**src/rtl/dacpair_pkg.sv**
```systemverilog
package dacpair_pkg;
  // bit positions inside the synchronized pin vector
  localparam int PIN_W     = 7;
  localparam int P_SCK     = 0;
  localparam int P_CSN     = 1;
  localparam int P_SDI     = 2;
  localparam int P_LDN     = 3;
  localparam int P_UPD     = 4;
  localparam int P_CLR     = 5;
  localparam int P_CLRSEL  = 6;
  localparam int NUM_CH    = 2;
endpackage

```
**src/rtl/dacpair_pin_sync.sv**
```systemverilog
module dacpair_pin_sync #(
  parameter int W      = 7,
  parameter int STAGES = 2
) (
  input  logic         clk,
  input  logic         rst,
  input  logic [W-1:0] pin_in,
  output logic [W-1:0] lvl,
  output logic [W-1:0] prv,
  output logic         ready
);
  localparam int FILL  = STAGES + 1;
  localparam int CNT_W = $clog2(FILL + 1);

  logic [W-1:0]     pipe_q [STAGES];
  logic [W-1:0]     prv_q;
  logic [CNT_W-1:0] fill_q;

  always_ff @(posedge clk) begin
    if (rst) pipe_q[0] <= '0;
    else     pipe_q[0] <= pin_in;
  end

  genvar g;
  generate
    for (g = 1; g < STAGES; g++) begin : g_stage
      always_ff @(posedge clk) begin
        if (rst) pipe_q[g] <= '0;
        else     pipe_q[g] <= pipe_q[g-1];
      end
    end
  endgenerate

  always_ff @(posedge clk) begin
    if (rst) begin
      prv_q  <= '0;
      fill_q <= '0;
    end else begin
      prv_q <= pipe_q[STAGES-1];
      if (fill_q != CNT_W'(FILL)) fill_q <= fill_q + 1'b1;
    end
  end

  assign lvl   = pipe_q[STAGES-1];
  assign prv   = prv_q;
  assign ready = (fill_q == CNT_W'(FILL));

  // once edges are trusted they stay trusted until reset
  a_r10_ready_sticky: assert property (@(posedge clk) disable iff (rst)
    ready |=> ready);
endmodule

```
**src/rtl/dacpair_shifter.sv**
```systemverilog
module dacpair_shifter #(
  parameter int FRAME_W = 24
) (
  input  logic               clk,
  input  logic               rst,
  input  logic               step,
  input  logic               din,
  output logic [FRAME_W-1:0] frame,
  output logic               dout
);
  logic [FRAME_W-1:0] sr_q;

  always_ff @(posedge clk) begin
    if (rst)       sr_q <= '0;
    else if (step) sr_q <= {sr_q[FRAME_W-2:0], din};
  end

  assign frame = sr_q;
  assign dout  = sr_q[FRAME_W-1];
endmodule

```
**src/rtl/dacpair_channel.sv**
```systemverilog
module dacpair_channel #(
  parameter int CODE_W = 16
) (
  input  logic              clk,
  input  logic              rst,
  input  logic [CODE_W-1:0] rst_code,
  input  logic              clr,
  input  logic [CODE_W-1:0] clr_code,
  input  logic              wr_en,
  input  logic [CODE_W-1:0] wr_code,
  input  logic              upd,
  output logic [CODE_W-1:0] hold_q,
  output logic [CODE_W-1:0] out_q
);
  always_ff @(posedge clk) begin
    if (rst) begin
      hold_q <= rst_code;
      out_q  <= rst_code;
    end else if (clr) begin
      hold_q <= clr_code;
      out_q  <= clr_code;
    end else begin
      if (wr_en) hold_q <= wr_code;
      if (upd)   out_q  <= hold_q;
    end
  end
endmodule

```
**src/rtl/dacpair_serial_ctrl.sv**
```systemverilog
module dacpair_serial_ctrl
  import dacpair_pkg::*;
#(
  parameter int FRAME_W     = 24,
  parameter int CODE_W      = 16,
  parameter int SEL_POS     = 23,
  parameter int QUICK_POS   = 21,
  parameter int SYNC_STAGES = 2
) (
  input  logic              clk,
  input  logic              rst,
  input  logic              ser_clk,
  input  logic              ser_cs_n,
  input  logic              ser_din,
  input  logic              ld_n,
  input  logic              dac_upd,
  input  logic              clr_pulse,
  input  logic              clr_mid_sel,
  output logic              ser_dout,
  output logic [CODE_W-1:0] dac_code_a,
  output logic [CODE_W-1:0] dac_code_b
);
  localparam logic [CODE_W-1:0] MID_CODE = {1'b1, {(CODE_W-1){1'b0}}};

  logic [PIN_W-1:0]   pins, lvl, prv;
  logic               ready;
  logic               sh_rise, upd_rise, clr_rise, load_act;
  logic [FRAME_W-1:0] frame;
  logic [CODE_W-1:0]  rst_code, clr_code;
  logic [CODE_W-1:0]  hold_q [NUM_CH];
  logic [CODE_W-1:0]  out_q  [NUM_CH];
  logic [NUM_CH-1:0]  wr_en;
  logic               unused_bits;

  always_comb begin
    pins           = '0;
    pins[P_SCK]    = ser_clk;
    pins[P_CSN]    = ser_cs_n;
    pins[P_SDI]    = ser_din;
    pins[P_LDN]    = ld_n;
    pins[P_UPD]    = dac_upd;
    pins[P_CLR]    = clr_pulse;
    pins[P_CLRSEL] = clr_mid_sel;
  end

  dacpair_pin_sync #(.W(PIN_W), .STAGES(SYNC_STAGES)) u_sync (
    .clk(clk), .rst(rst), .pin_in(pins), .lvl(lvl), .prv(prv), .ready(ready)
  );

  // shift clock is the OR of clock and chip select, edge found after sync
  assign sh_rise  = ready & (lvl[P_SCK] | lvl[P_CSN]) & ~(prv[P_SCK] | prv[P_CSN]);
  assign upd_rise = ready & lvl[P_UPD] & ~prv[P_UPD];
  assign clr_rise = ready & lvl[P_CLR] & ~prv[P_CLR];
  assign load_act = ready & ~lvl[P_LDN];

  assign rst_code = clr_mid_sel     ? MID_CODE : '0;
  assign clr_code = lvl[P_CLRSEL]   ? MID_CODE : '0;

  dacpair_shifter #(.FRAME_W(FRAME_W)) u_shift (
    .clk(clk), .rst(rst), .step(sh_rise), .din(lvl[P_SDI]),
    .frame(frame), .dout(ser_dout)
  );

  genvar ch;
  generate
    for (ch = 0; ch < NUM_CH; ch++) begin : g_ch
      assign wr_en[ch] = load_act & (frame[QUICK_POS] | (frame[SEL_POS] == 1'(ch)));
      dacpair_channel #(.CODE_W(CODE_W)) u_chan (
        .clk(clk), .rst(rst), .rst_code(rst_code),
        .clr(clr_rise), .clr_code(clr_code),
        .wr_en(wr_en[ch]), .wr_code(frame[CODE_W-1:0]),
        .upd(upd_rise), .hold_q(hold_q[ch]), .out_q(out_q[ch])
      );
    end
  endgenerate

  assign dac_code_a  = out_q[0];
  assign dac_code_b  = out_q[1];
  assign unused_bits = ^{frame, prv};

  // the shift register moves only on a shift-clock rising edge
  a_r8_frame_still: assert property (@(posedge clk) disable iff (rst)
    !sh_rise |=> $stable(frame));
  // outputs hold unless an update or clear edge was seen
  a_r6_out_hold: assert property (@(posedge clk) disable iff (rst)
    (!upd_rise && !clr_rise) |=> ($stable(dac_code_a) && $stable(dac_code_b)));
  // update copies the holding registers together
  a_r6_out_copy: assert property (@(posedge clk) disable iff (rst)
    (upd_rise && !clr_rise) |=> (dac_code_a == $past(hold_q[0]) && dac_code_b == $past(hold_q[1])));
  // quick load writes both holding registers
  a_r4_quick_both: assert property (@(posedge clk) disable iff (rst)
    (load_act && frame[QUICK_POS] && !clr_rise) |=>
      (hold_q[0] == $past(frame[CODE_W-1:0]) && hold_q[1] == $past(frame[CODE_W-1:0])));
  // addressed load to channel A leaves channel B alone
  a_r4_other_kept: assert property (@(posedge clk) disable iff (rst)
    (load_act && !frame[QUICK_POS] && !frame[SEL_POS] && !clr_rise) |=> $stable(hold_q[1]));
  // mid-scale clear reaches all four registers
  a_r7_clear_mid: assert property (@(posedge clk) disable iff (rst)
    (clr_rise && lvl[P_CLRSEL]) |=> (hold_q[0] == MID_CODE && hold_q[1] == MID_CODE &&
                                     dac_code_a == MID_CODE && dac_code_b == MID_CODE));
  // zero clear reaches all four registers
  a_r7_clear_zero: assert property (@(posedge clk) disable iff (rst)
    (clr_rise && !lvl[P_CLRSEL]) |=> (hold_q[0] == '0 && hold_q[1] == '0 &&
                                      dac_code_a == '0 && dac_code_b == '0));
endmodule

```
**config.mk**
```make
export PLATFORM = sky130hd
export DESIGN_NAME = dacpair_serial_ctrl
export DESIGN_NICKNAME = d
export VERILOG_FILES = /design/src/rtl/dacpair_pkg.sv /design/src/rtl/dacpair_pin_sync.sv /design/src/rtl/dacpair_shifter.sv /design/src/rtl/dacpair_channel.sv /design/src/rtl/dacpair_serial_ctrl.sv
export SDC_FILE = /design/constraint.sdc
export NUM_CORES = 1
export LEC_CHECK = 0
export BUFFER_PORTS_ARGS = -buffer_cell sky130_fd_sc_hd__buf_2
export CORE_MARGIN = 4
export CORE_UTILIZATION = 30
export CTS_CLUSTER_DIAMETER = 120
export DETAILED_ROUTE_END_ITERATION = 6
export PLACE_DENSITY_LB_ADDON = 0.05
export SLEW_MARGIN = 20
export SYNTH_ARGS = -nofsm -noshare
export SYNTH_HDL_FRONTEND = slang
export SYNTH_SLANG_ARGS = --single-unit
```
**constraint.sdc**
```tcl
create_clock -name clk -period 5.12 [get_ports clk]
set_input_delay 1.28 -clock clk [delete_from_list [all_inputs] [get_ports clk]]
set_output_delay 1.28 -clock clk [all_outputs]
set_load 0.05 [all_outputs]
```
==> reports/qor.yml, run 1 <==
clock_tree:
  cts_root_buffer: "clkbuf_16"
  clockBufferDepth: 2
  numClockSinks: 108
  cts.clk_slew.worst_paths_ns: 0.07
  clock_latency_ns: 0.35
  cts_tree: "built"
  cts_resized: 0
  cts-htree-levels: 3
  holdBufCountCts: 0
  cts_inserted_buffers: 9
  cts_setup_buffers: 0
place:
  hpwlAfterDp_um: 3439
  place_congestion: 0.6412
  placed_area_um2: 4230
  io_buffers: 41
logic_synthesis:
  netlist_top_cells_count: "64 x edfxtp_1, 45 x and2_1, 44 x dfxtp_1, 25 x mux2i_1, 25 x nand2b_1"
  syn_area_per_cell_um2: 15.09
  synthFlopType: "edfxtp_1"
  synthesis.area_um2: 3862
  synth_edf_count: 64
  synth_top_area_share_pct: 49.76
  yosysWarnings: 0
  syn_inst: 256
  synth_nets: 266
  async_reset_ff_share_pct: 0
  yosysMostFrequentCell: "edfxtp_1"
  yosys-top-cells-area: "edfxtp_1 50%, dfxtp_1 23%, and2_1 7.3%"
  synth_cell_types: 21
  synth_seq_cells: 108
  yosysSeqAreaShare_pct: 72.56
  yosys.area.top_type: "edfxtp_1"
floorplanning:
  initial_core_util_pct: 30.61
  die_w_um: 121.5
  core_um2: 12620
  io_pins: 42
  die-area_um2: 14750
  dieHeight_um: 121.5
  row_count: 41
run:
  cap_violations: 0
sta:
  setup_viol: 0
  slew_violations: 0
  min_period_ns: 2.568
  hold_violations: 0
  tightest_slew_ns: 0.6298
  fin_worst_skew_ns: 0.008938
  relSlewSlack_pct: 57.83
  period_share_pct: 50.15
  max_freq_mhz: 389.5
  rsz0062_at_grt: "no"
  tns_ns: 0
power_and_ir_drop:
  sw_frac_of_total_pct: 22.85
  switchingPower_w: 0.0004021
  p_comb_share_pct: 7.9
  leakage_nw: 1.679
  p_clk_share_pct: 36.9
  pwr-share-seq_pct: 55.2
  peakVddDrop_v: 0.0001226
  finalPower_w: 0.001760
  p_int_w: 0.001358
  power_density_nw_per_um2: 389.6
detailed_routing:
  drtAntennaViolNets: 0
  avgViaCountPerCell: 3.952
  route.detailed.drc: 0
  vias: 1889
  drtPass1Iterations: 4
  drt_iter0_markers: 69
  wirelength_um: 5877
  wl_per_cell_um: 12.29
critical_path:
  max_stage_delay_ns: 0.39
  crit_slowest_cell: "buf_4"
  path_buf_inv: 4
  worstPathMaxFanout: 51
  crit_chain: "buf_2 -> buf_4 -> a31oi_4 -> buf_4 -> o21ai_2 -> buf_4"
  crit_required_ns: 5.12
  crit_path_frequent_cell: "buf_4"
  crit_type: "input port to register"
  cp.arrival_ns: 2.56
  critPathLaunchType: "input port"
  crit_path_end_kind: "register"
  cp_top_family: "buffers and inverters"
grt:
  grt_pass1_vias: 1874
  overflow: 0
  grt_pass1_wl_um: 9597
  grt_usage_pct: 8.809
  antenna_found_initial: 0
  grt_max_degree: 52
min_path:
  hp-class: "register to register"
layout:
  area_growth_pct: 16.94
  final_layout_size_suffix_gt1_share_pct: 20.59
  fin_area_um2: 4517
  antenna_cells: 0
  layout.nets: 311
outcome:
  status: "complete, no violations"
-- final cells by class --
| type | count | area, µm² |
|---|---|---|
| clock buffer | 15 | 267.8 |
| clock inverter | 1 | 7.507 |
| fill | 1289 | 8103 |
| inverter | 1 | 3.754 |
| multi-input combinational | 133 | 958.4 |
| sequential | 108 | 2803 |
| tap | 172 | 215.2 |
| timing repair buffer | 48 | 261.5 |
-- flip-flops by register name (all words and copies together) (netlist names) --
signal              count
u_sync.fill_q           2
g_ch.u_chan.out_q      32
g_ch.u_chan.hold_q     32
u_sync.pipe_q          14
u_sync.prv              4
u_shift.frame          24
-- metrics by stage --
step,instances,setup slack (ns),utilization [%],hold slack [ns]
CTS,477,2.488,35.70,0.4465
detailed placement,461,2.109,33.52,0.4212
floorplan,256,1.715,-,0.4138
global placement,461,2.157,33.52,0.4200
global route,478,2.403,35.79,0.4612
finish,478,2.552,35.79,0.4416
-- cells in the final DEF (no fill, tap or decap), drive strengths merged, types with 2 or more instances in the layout --
master  instances
mux2i          25
nor2b          19
buf            48
o21ai           4
edfxtp         64
dfxtp          44
clkbuf         15
a21o            3
nand2b         25
nor2            4
and2           45
nand2           2
-- final timing paths --
kind	start	endpoint	slack, ns	cells after the start
max	rst	g_ch[0].u_chan.out_q[3]	2.55	6
min	u_sync.pipe_q[0][4]	u_sync.pipe_q[1][4]	0.44	1
max reg2reg	u_sync.fill_q[0]	g_ch[0].u_chan.out_q[3]	3.16	5
min reg2reg	u_sync.pipe_q[0][4]	u_sync.pipe_q[1][4]	0.44	1
-- per-layer routing --
| metal | part of all wire [%] | wire length (µm) | global-route usage [%] |
|---|---|---|---|
| met3 | 4.7 | 277 | 2.751 |
| met5 | 0 | 0 | 0 |
| met4 | 3.3 | 196 | 6.303 |
| met2 | 46 | 2683 | 13.26 |
| met1 | 46 | 2720 | 10.62 |
-- power by group through the flow --
| stage | clock network [W] | logic (W) | registers, W |
|---|---|---|---|
| 6_report | 0.000649 | 0.000139 | 0.000971 |
| 5_1_grt | 0.000709 | 0.000150 | 0.000975 |
| 4_1_cts | 0.000678 | 0.000144 | 0.000972 |
| 3_5_place_dp | 0 | 0.000144 | 0.000991 |
| 3_3_place_gp | 0 | 0.000143 | 0.000991 |
| 2_1_floorplan | 0 | 0.0000530 | 0.00105 |
-- kinds of logic (layout without fill, tap and decap cells) --
logic type | count (synthesis) | in the layout | synth area share (%)
buffers and inverters | 15 | 65 | 2.721
multiplexers | 25 | 25 | 6.479
AND/OR/NAND/NOR | 98 | 98 | 16.03
flip-flops | 108 | 108 | 72.56
XOR/XNOR | 1 | 1 | 0.2268
adder cells (fa/ha/maj) | 1 | 1 | 0.3239
AO/OA/AOI/OAI | 8 | 8 | 1.652
Note: power is estimated with default switching activity, not from simulation.
==> run 2: changes to the inputs <==
==> constraint.sdc (replaced) <==
create_clock -name clk -period 2.05 [get_ports clk]
set_input_delay 0.5125 -clock clk [delete_from_list [all_inputs] [get_ports clk]]
set_output_delay 0.5125 -clock clk [all_outputs]
set_load 0.05 [all_outputs]
==> run 2 against run 1 <==
Effect of this change:
- sequential share of layout area shrank 1.3 points
- power grew to 2.7 times the previous value
- clock power grew to 3.0 times the previous value
- die area is the same
- count of clock-buffer cells in the layout shrank 5
- critical path type is now register to output port
- critical endpoint is now ser_dout
==> reports/qor.yml, run 2 (synthesis gave the netlist of run 1 again) <==
sta:
  min_period_ns: 1.510
  fin_worst_skew_ns: 0.008279  # -0.0006599 ns
  tns_ns: 0  # unchanged
  whs_ns: 0.3723  # -0.06931 ns
  relSlewSlack_pct: 70.29  # +12 points
  tightest_slew_ns: 0.4410  # -0.1888 ns
  hold_violations: 0  # unchanged
  setup_viol: 0  # unchanged
  slew_violations: 0  # unchanged
  rsz0062_at_grt: "no"
  max_freq_mhz: 662.3
  period_share_pct: 73.65
floorplanning:
  initial_core_util_pct: 30.61  # unchanged
  io_pins: 42  # unchanged
  die_w_um: 121.5  # unchanged
  die-area_um2: 14750  # unchanged
  core_um2: 12620  # unchanged
  row_count: 41  # unchanged
  dieHeight_um: 121.5  # unchanged
grt:
  antenna_found_initial: 0  # unchanged
  grt_usage_pct: 9.139  # +0.33 points
  grt_max_degree: 49  # -5.8%
  grt_pass1_vias: 2017  # +7.6%
  grt_pass1_wl_um: 10130  # +5.5%
  overflow: 0  # unchanged
critical_path:
  crit_slowest_cell: "dfxtp_1"
  critPathLaunchType: "register"
  path_buf_inv: 1  # -3
  crit_path_end_kind: "output port"
  max_stage_delay_ns: 0.38  # about the same
  cp_top_family: "flip-flops"
  crit_required_ns: 1.54  # -3.58 ns
  crit_type: "register to output port"
  cp.arrival_ns: 1.00  # -1.56 ns
  worstPathMaxFanout: 4  # -92%
  crit_chain: "buf_2"
layout:
  most-common-layout-cells: "64 x edfxtp_1, 45 x and2_1, 44 x dfxtp_1"
  final_common_cell: "edfxtp_1"
  antenna_cells: 0  # unchanged
  layout.nets: 311  # unchanged
  stdcell_count: 478  # unchanged
  area_growth_pct: 19.50
  final_layout_size_suffix_gt1_share_pct: 21.24  # +0.65 points
  fillers: 1274  # -1.2%
detailed_routing:
  wl_met1_um: 2783  # +2.3%
  drtAntennaViolNets: 0  # unchanged
  vias: 1876  # -0.69%
  wl_met3_um: 360  # +30%
  route.detailed.drc: 0  # unchanged
  top_layer: "met4"
  drt_iter0_markers: 100  # +45%
  dr_wl_met2_um: 2740  # +2.1%
  wl_per_cell_um: 12.50  # +1.7%
  avgViaCountPerCell: 3.925  # -0.69%
  wirelength_um: 5977  # +1.7%
  drtPass1Iterations: 4  # unchanged
place:
  hpwlAfterDp_um: 3641  # +5.9%
  dpl.cell_count: 462  # +0.22%
  place_congestion: 0.6400  # -0.19%
  io_buffers: 41  # unchanged
power_and_ir_drop:
  sw_frac_of_total_pct: 21.70  # -1.2 points
  pwr-share-seq_pct: 51.4  # -3.8 points
  p_clk_share_pct: 41.0  # +4.1 points
  peakVddDrop_v: 0.0006669  # +440%
  power_density_nw_per_um2: 1024  # +160%
  leakage_nw: 1.725  # +2.7%
  switchingPower_w: 0.001026  # +160%
  p_int_w: 0.003702  # +170%
  p_comb_share_pct: 7.6  # -0.3 points
clock_tree:
  clock_latency_ns: 0.34  # about the same
  cts_root_buffer: "clkbuf_16"
  cts.clk_slew.worst_paths_ns: 0.07  # about the same
  cts_resized: 0  # unchanged
  holdBufCountCts: 0  # unchanged
  clockBufferDepth: 2  # unchanged
  numClockSinks: 108  # unchanged
  cts_inserted_buffers: 9  # unchanged
  cts_setup_buffers: 0  # unchanged
  cts_tree: "built"
  cts-htree-levels: 3  # unchanged
run:
  cap_violations: 0  # unchanged
outcome:
  status: "complete, no violations"
min_path:
  hp-class: "input port to register"
run 2: cell count changes in the layout (fill, tap and decap cells not counted), sizes merged:
cell	before	now
clkbuf	15	10
bufinv	0	3
clkinv	0	2
clkinvlp	1	0
inv	1	2
run 2: worst paths after layout:
path              slack (ns)                         to  cells after the start                 from
setup / recovery        0.54                   ser_dout                      1    u_shift.frame[23]
hold / removal          0.37        u_sync.pipe_q[0][4]                      2              dac_upd
hold reg to reg         0.44        u_sync.pipe_q[1][6]                      1  u_sync.pipe_q[0][6]
setup reg to reg        0.55  g_ch[0].u_chan.hold_q[13]                      4     u_sync.fill_q[0]
run 2: power by group through the flow:
stage	logic [W]	clock network [W]	registers, W
after global routing	0.000392	0.00212	0.00244
after detailed placement	0.000369	0	0.00248
final	0.000361	0.00194	0.00243
after floorplan	0.000133	0	0.00262
after CTS	0.000372	0.00202	0.00243
after global placement	0.000366	0	0.00248
run 2: per-stage QoR:
| step | power [W] | setup WS (ns) | util, % | area [µm²] |
|---|---|---|---|---|
| CTS | 0.004819 | 0.5095 | 36.58 | 4616 |
| finish | 0.004728 | 0.5401 | 36.58 | 4616 |
| global placement | 0.002844 | 0.5081 | 33.88 | 4275 |
| global route | 0.004949 | 0.4582 | 36.58 | 4616 |
| floorplan | 0.002755 | -0.3973 | - | 3866 |
| detailed placement | 0.002847 | 0.4732 | 33.88 | 4275 |
run 2: per-layer routing:
layer,vias up,global-route usage [%]
li1,958,-
met1,873,10.72
met2,39,14.40
met3,6,4.709
met4,0,3.151
met5,-,0
run 2: final cells by class:
type                    count  area (µm²)  area share, %
repair buffers             48       295.3          6.397
multi-input cells         133       958.4          20.76
well taps                 172       215.2          4.662
flip-flops and latches    108        2803          60.72
clock inverters             6       111.4          2.413
inverters                   1       3.754        0.08132
clock buffers              10       229.0          4.961
==> run 3: changes to the inputs <==
==> constraint.sdc (replaced) <==
create_clock -name clk -period 1.4 [get_ports clk]
set_input_delay 0.35 -clock clk [delete_from_list [all_inputs] [get_ports clk]]
set_output_delay 0.35 -clock clk [all_outputs]
set_load 0.05 [all_outputs]
==> run 3 against run 2 <==
Effect of this change:
- the flow now finishes with violations (negative setup slack)
- worst setup slack worse by 0.60 ns
- combinational power is 80% higher
- first-iteration DRC count is 50% lower
- critical path depth is 3 higher
- clock skew is 0.00052 ns higher
- global-route usage is 0.40 points higher
- register-to-register slack worse by 0.61 ns
- critical endpoint is now g_ch[1].u_chan.hold_q[14]
==> reports/qor.yml, run 3 (synthesis gave the netlist of run 1 again) <==
outcome:
  status: "finished, violations left"
  violations: "negative setup slack"
critical_path:
  path_buf_inv: 1  # unchanged
  cp_top_family: "flip-flops"
  crit_path_end_kind: "register"
  critPathLaunchType: "register"
  crit_type: "register to register"
  cp.arrival_ns: 1.51  # +0.51 ns
  worstPathMaxFanout: 16  # +12
  crit_required_ns: 1.45  # -0.09 ns
  crit_slowest_cell: "dfxtp_2"
  r2r_setup_slack_ns: -0.06  # -0.61 ns
  crit_chain: "ha_4 -> or2b_4 -> o21ai_4 -> buf_12"
  max_stage_delay_ns: 0.35  # -0.03 ns
sta:
  period_share_pct: 104.4
  tightest_slew_ns: 0.2425  # -0.1985 ns
  relSlewSlack_pct: 83.77  # +13 points
  fin_worst_skew_ns: 0.008803  # +0.0005249 ns
  slew_violations: 0  # unchanged
  rsz0062_at_grt: "yes"
  setup_viol: 58  # +58
  min_period_ns: 1.461
  hold_violations: 0  # unchanged
  setup_ws_ns: -0.06134  # -0.6015 ns
  max_freq_mhz: 684.3
run:
  cap_violations: 0  # unchanged
floorplanning:
  row_count: 41  # unchanged
  initial_core_util_pct: 30.61  # unchanged
  die_w_um: 121.5  # unchanged
  die-area_um2: 14750  # unchanged
  dieHeight_um: 121.5  # unchanged
  core_um2: 12620  # unchanged
  io_pins: 42  # unchanged
layout:
  final_common_cell: "edfxtp_1"
  area_growth_pct: 26.56
  fin_area_um2: 4888  # +5.9%
  fillers: 1234  # -3.1%
  multi_input_area_um2: 1037  # +8.2%
  antenna_cells: 0  # unchanged
  final_layout_size_suffix_gt1_share_pct: 30.03  # +8.8 points
  layout.nets: 328  # +5.5%
  seqCellArea_um2: 2805  # about the same
  most-common-layout-cells: "64 x edfxtp_1, 42 x dfxtp_1, 40 x buf_2"
place:
  place_congestion: 0.6516  # +1.8%
  hpwlAfterDp_um: 3927  # +7.9%
  pre_cts_slack_ns: -0.08996  # -0.5632 ns
  placed_area_um2: 4441  # +3.9%
  io_buffers: 41  # unchanged
clock_tree:
  numClockSinks: 108  # unchanged
  clockBufferDepth: 2  # unchanged
  cts_inserted_buffers: 9  # unchanged
  cts_tree: "built"
  cts_root_buffer: "clkbuf_16"
  cts-htree-levels: 3  # unchanged
  clock_latency_ns: 0.34  # about the same
  cts.clk_slew.worst_paths_ns: 0.07  # about the same
power_and_ir_drop:
  switchingPower_w: 0.001517  # +48%
  finalPower_w: 0.006655  # +41%
  leakage_nw: 1.863  # +8.0%
  p_clk_share_pct: 36.7  # -4.3 points
  p_comb_share_pct: 9.8  # +2.2 points
  peakVddDrop_v: 0.0004815  # -28%
  sw_frac_of_total_pct: 22.79  # +1.1 points
  p_int_w: 0.005138  # +39%
  power_density_nw_per_um2: 1361  # +33%
  pwr-share-seq_pct: 53.6  # +2.2 points
grt:
  overflow: 0  # unchanged
  grt_usage_pct: 9.542  # +0.40 points
  antenna_found_initial: 0  # unchanged
  grt_pass1_vias: 1972  # -2.2%
  grt_pass1_wl_um: 10390  # +2.6%
  grt_max_degree: 25  # -49%
detailed_routing:
  drtAntennaViolNets: 0  # unchanged
  wirelength_um: 6340  # +6.1%
  vias: 1975  # +5.3%
  route.detailed.drc: 0  # unchanged
  wl_per_cell_um: 12.81  # +2.4%
  drtPass1Iterations: 4  # unchanged
  avgViaCountPerCell: 3.990  # +1.7%
  drt_iter0_markers: 50  # -50%
min_path:
  hp-class: "input port to register"
run 3: changes by cell type in the layout (fill, tap and decap cells not counted), moves of 3 or more:
cell	delta
and2_4	+10
buf_12	+3
and2_1	-10
buf_6	+6
buf_4	+5
o21ai_4	+3
run 3: path summary, 6_finish.rpt:
kind,from,end,depth (start not counted)
max,u_sync.fill_q[1],g_ch[1].u_chan.hold_q[14],4
min,dac_upd,u_sync.pipe_q[0][4],2
max reg2reg,u_sync.fill_q[1],g_ch[1].u_chan.hold_q[14],4
min reg2reg,u_sync.pipe_q[0][0],u_sync.pipe_q[1][0],1
run 3: power by group through the flow:
stage | sequential, W | combinational (W) | clock [W]
2_1_floorplan | 0.00385 | 0.000212 | 0
3_5_place_dp | 0.00364 | 0.000617 | 0
3_3_place_gp | 0.00364 | 0.000611 | 0
6_report | 0.00356 | 0.000651 | 0.00244
4_1_cts | 0.00357 | 0.000649 | 0.00256
5_1_grt | 0.00358 | 0.000701 | 0.00269
run 3: layout make-up:
cell class / count / share of cell area, %
clock buffer: 10 / 4.684
clock inverter: 6 / 1.126
inverter: 1 / 0.07679
multi-input combinational: 133 / 21.22
sequential: 108 / 57.38
tap: 172 / 4.402
timing repair buffer: 65 / 11.11
run 3: per-layer routing:
metal / up-vias / track usage (%) / routed length [µm]
li1: 1002 / - / -
met4: 0 / 5.462 / 164
met2: 37 / 14.96 / 3012
met5: - / 0 / 0
met3: 13 / 2.751 / 283
met1: 923 / 11.72 / 2879
run 3: worst reg2reg max path, cell delays in order, from the launching register on:
cell and delay (ns):
dfxtp_2 0.35, ha_4 0.18, or2b_4 0.31, o21ai_4 0.15, buf_12 0.18
run 3: metrics by stage:
step | TNS [ns] | hold WS (ns) | util, % | std cells
finish | -1.850 | 0.2141 | 38.74 | 495
global route | -5.959 | 0.2090 | 38.74 | 495
CTS | -3.222 | 0.1939 | 38.05 | 493
detailed placement | -3.866 | 0.4204 | 35.19 | 472
global placement | -2.478 | 0.4202 | 35.19 | 472
floorplan | -12.57 | 0.4138 | - | 256
run 3: timing repair:
action	CTS	global route
gates resized for setup	6	19
setup endpoints to repair	89	132
hold buffers	0	0
cloned	2	1
buffers inserted	3	1
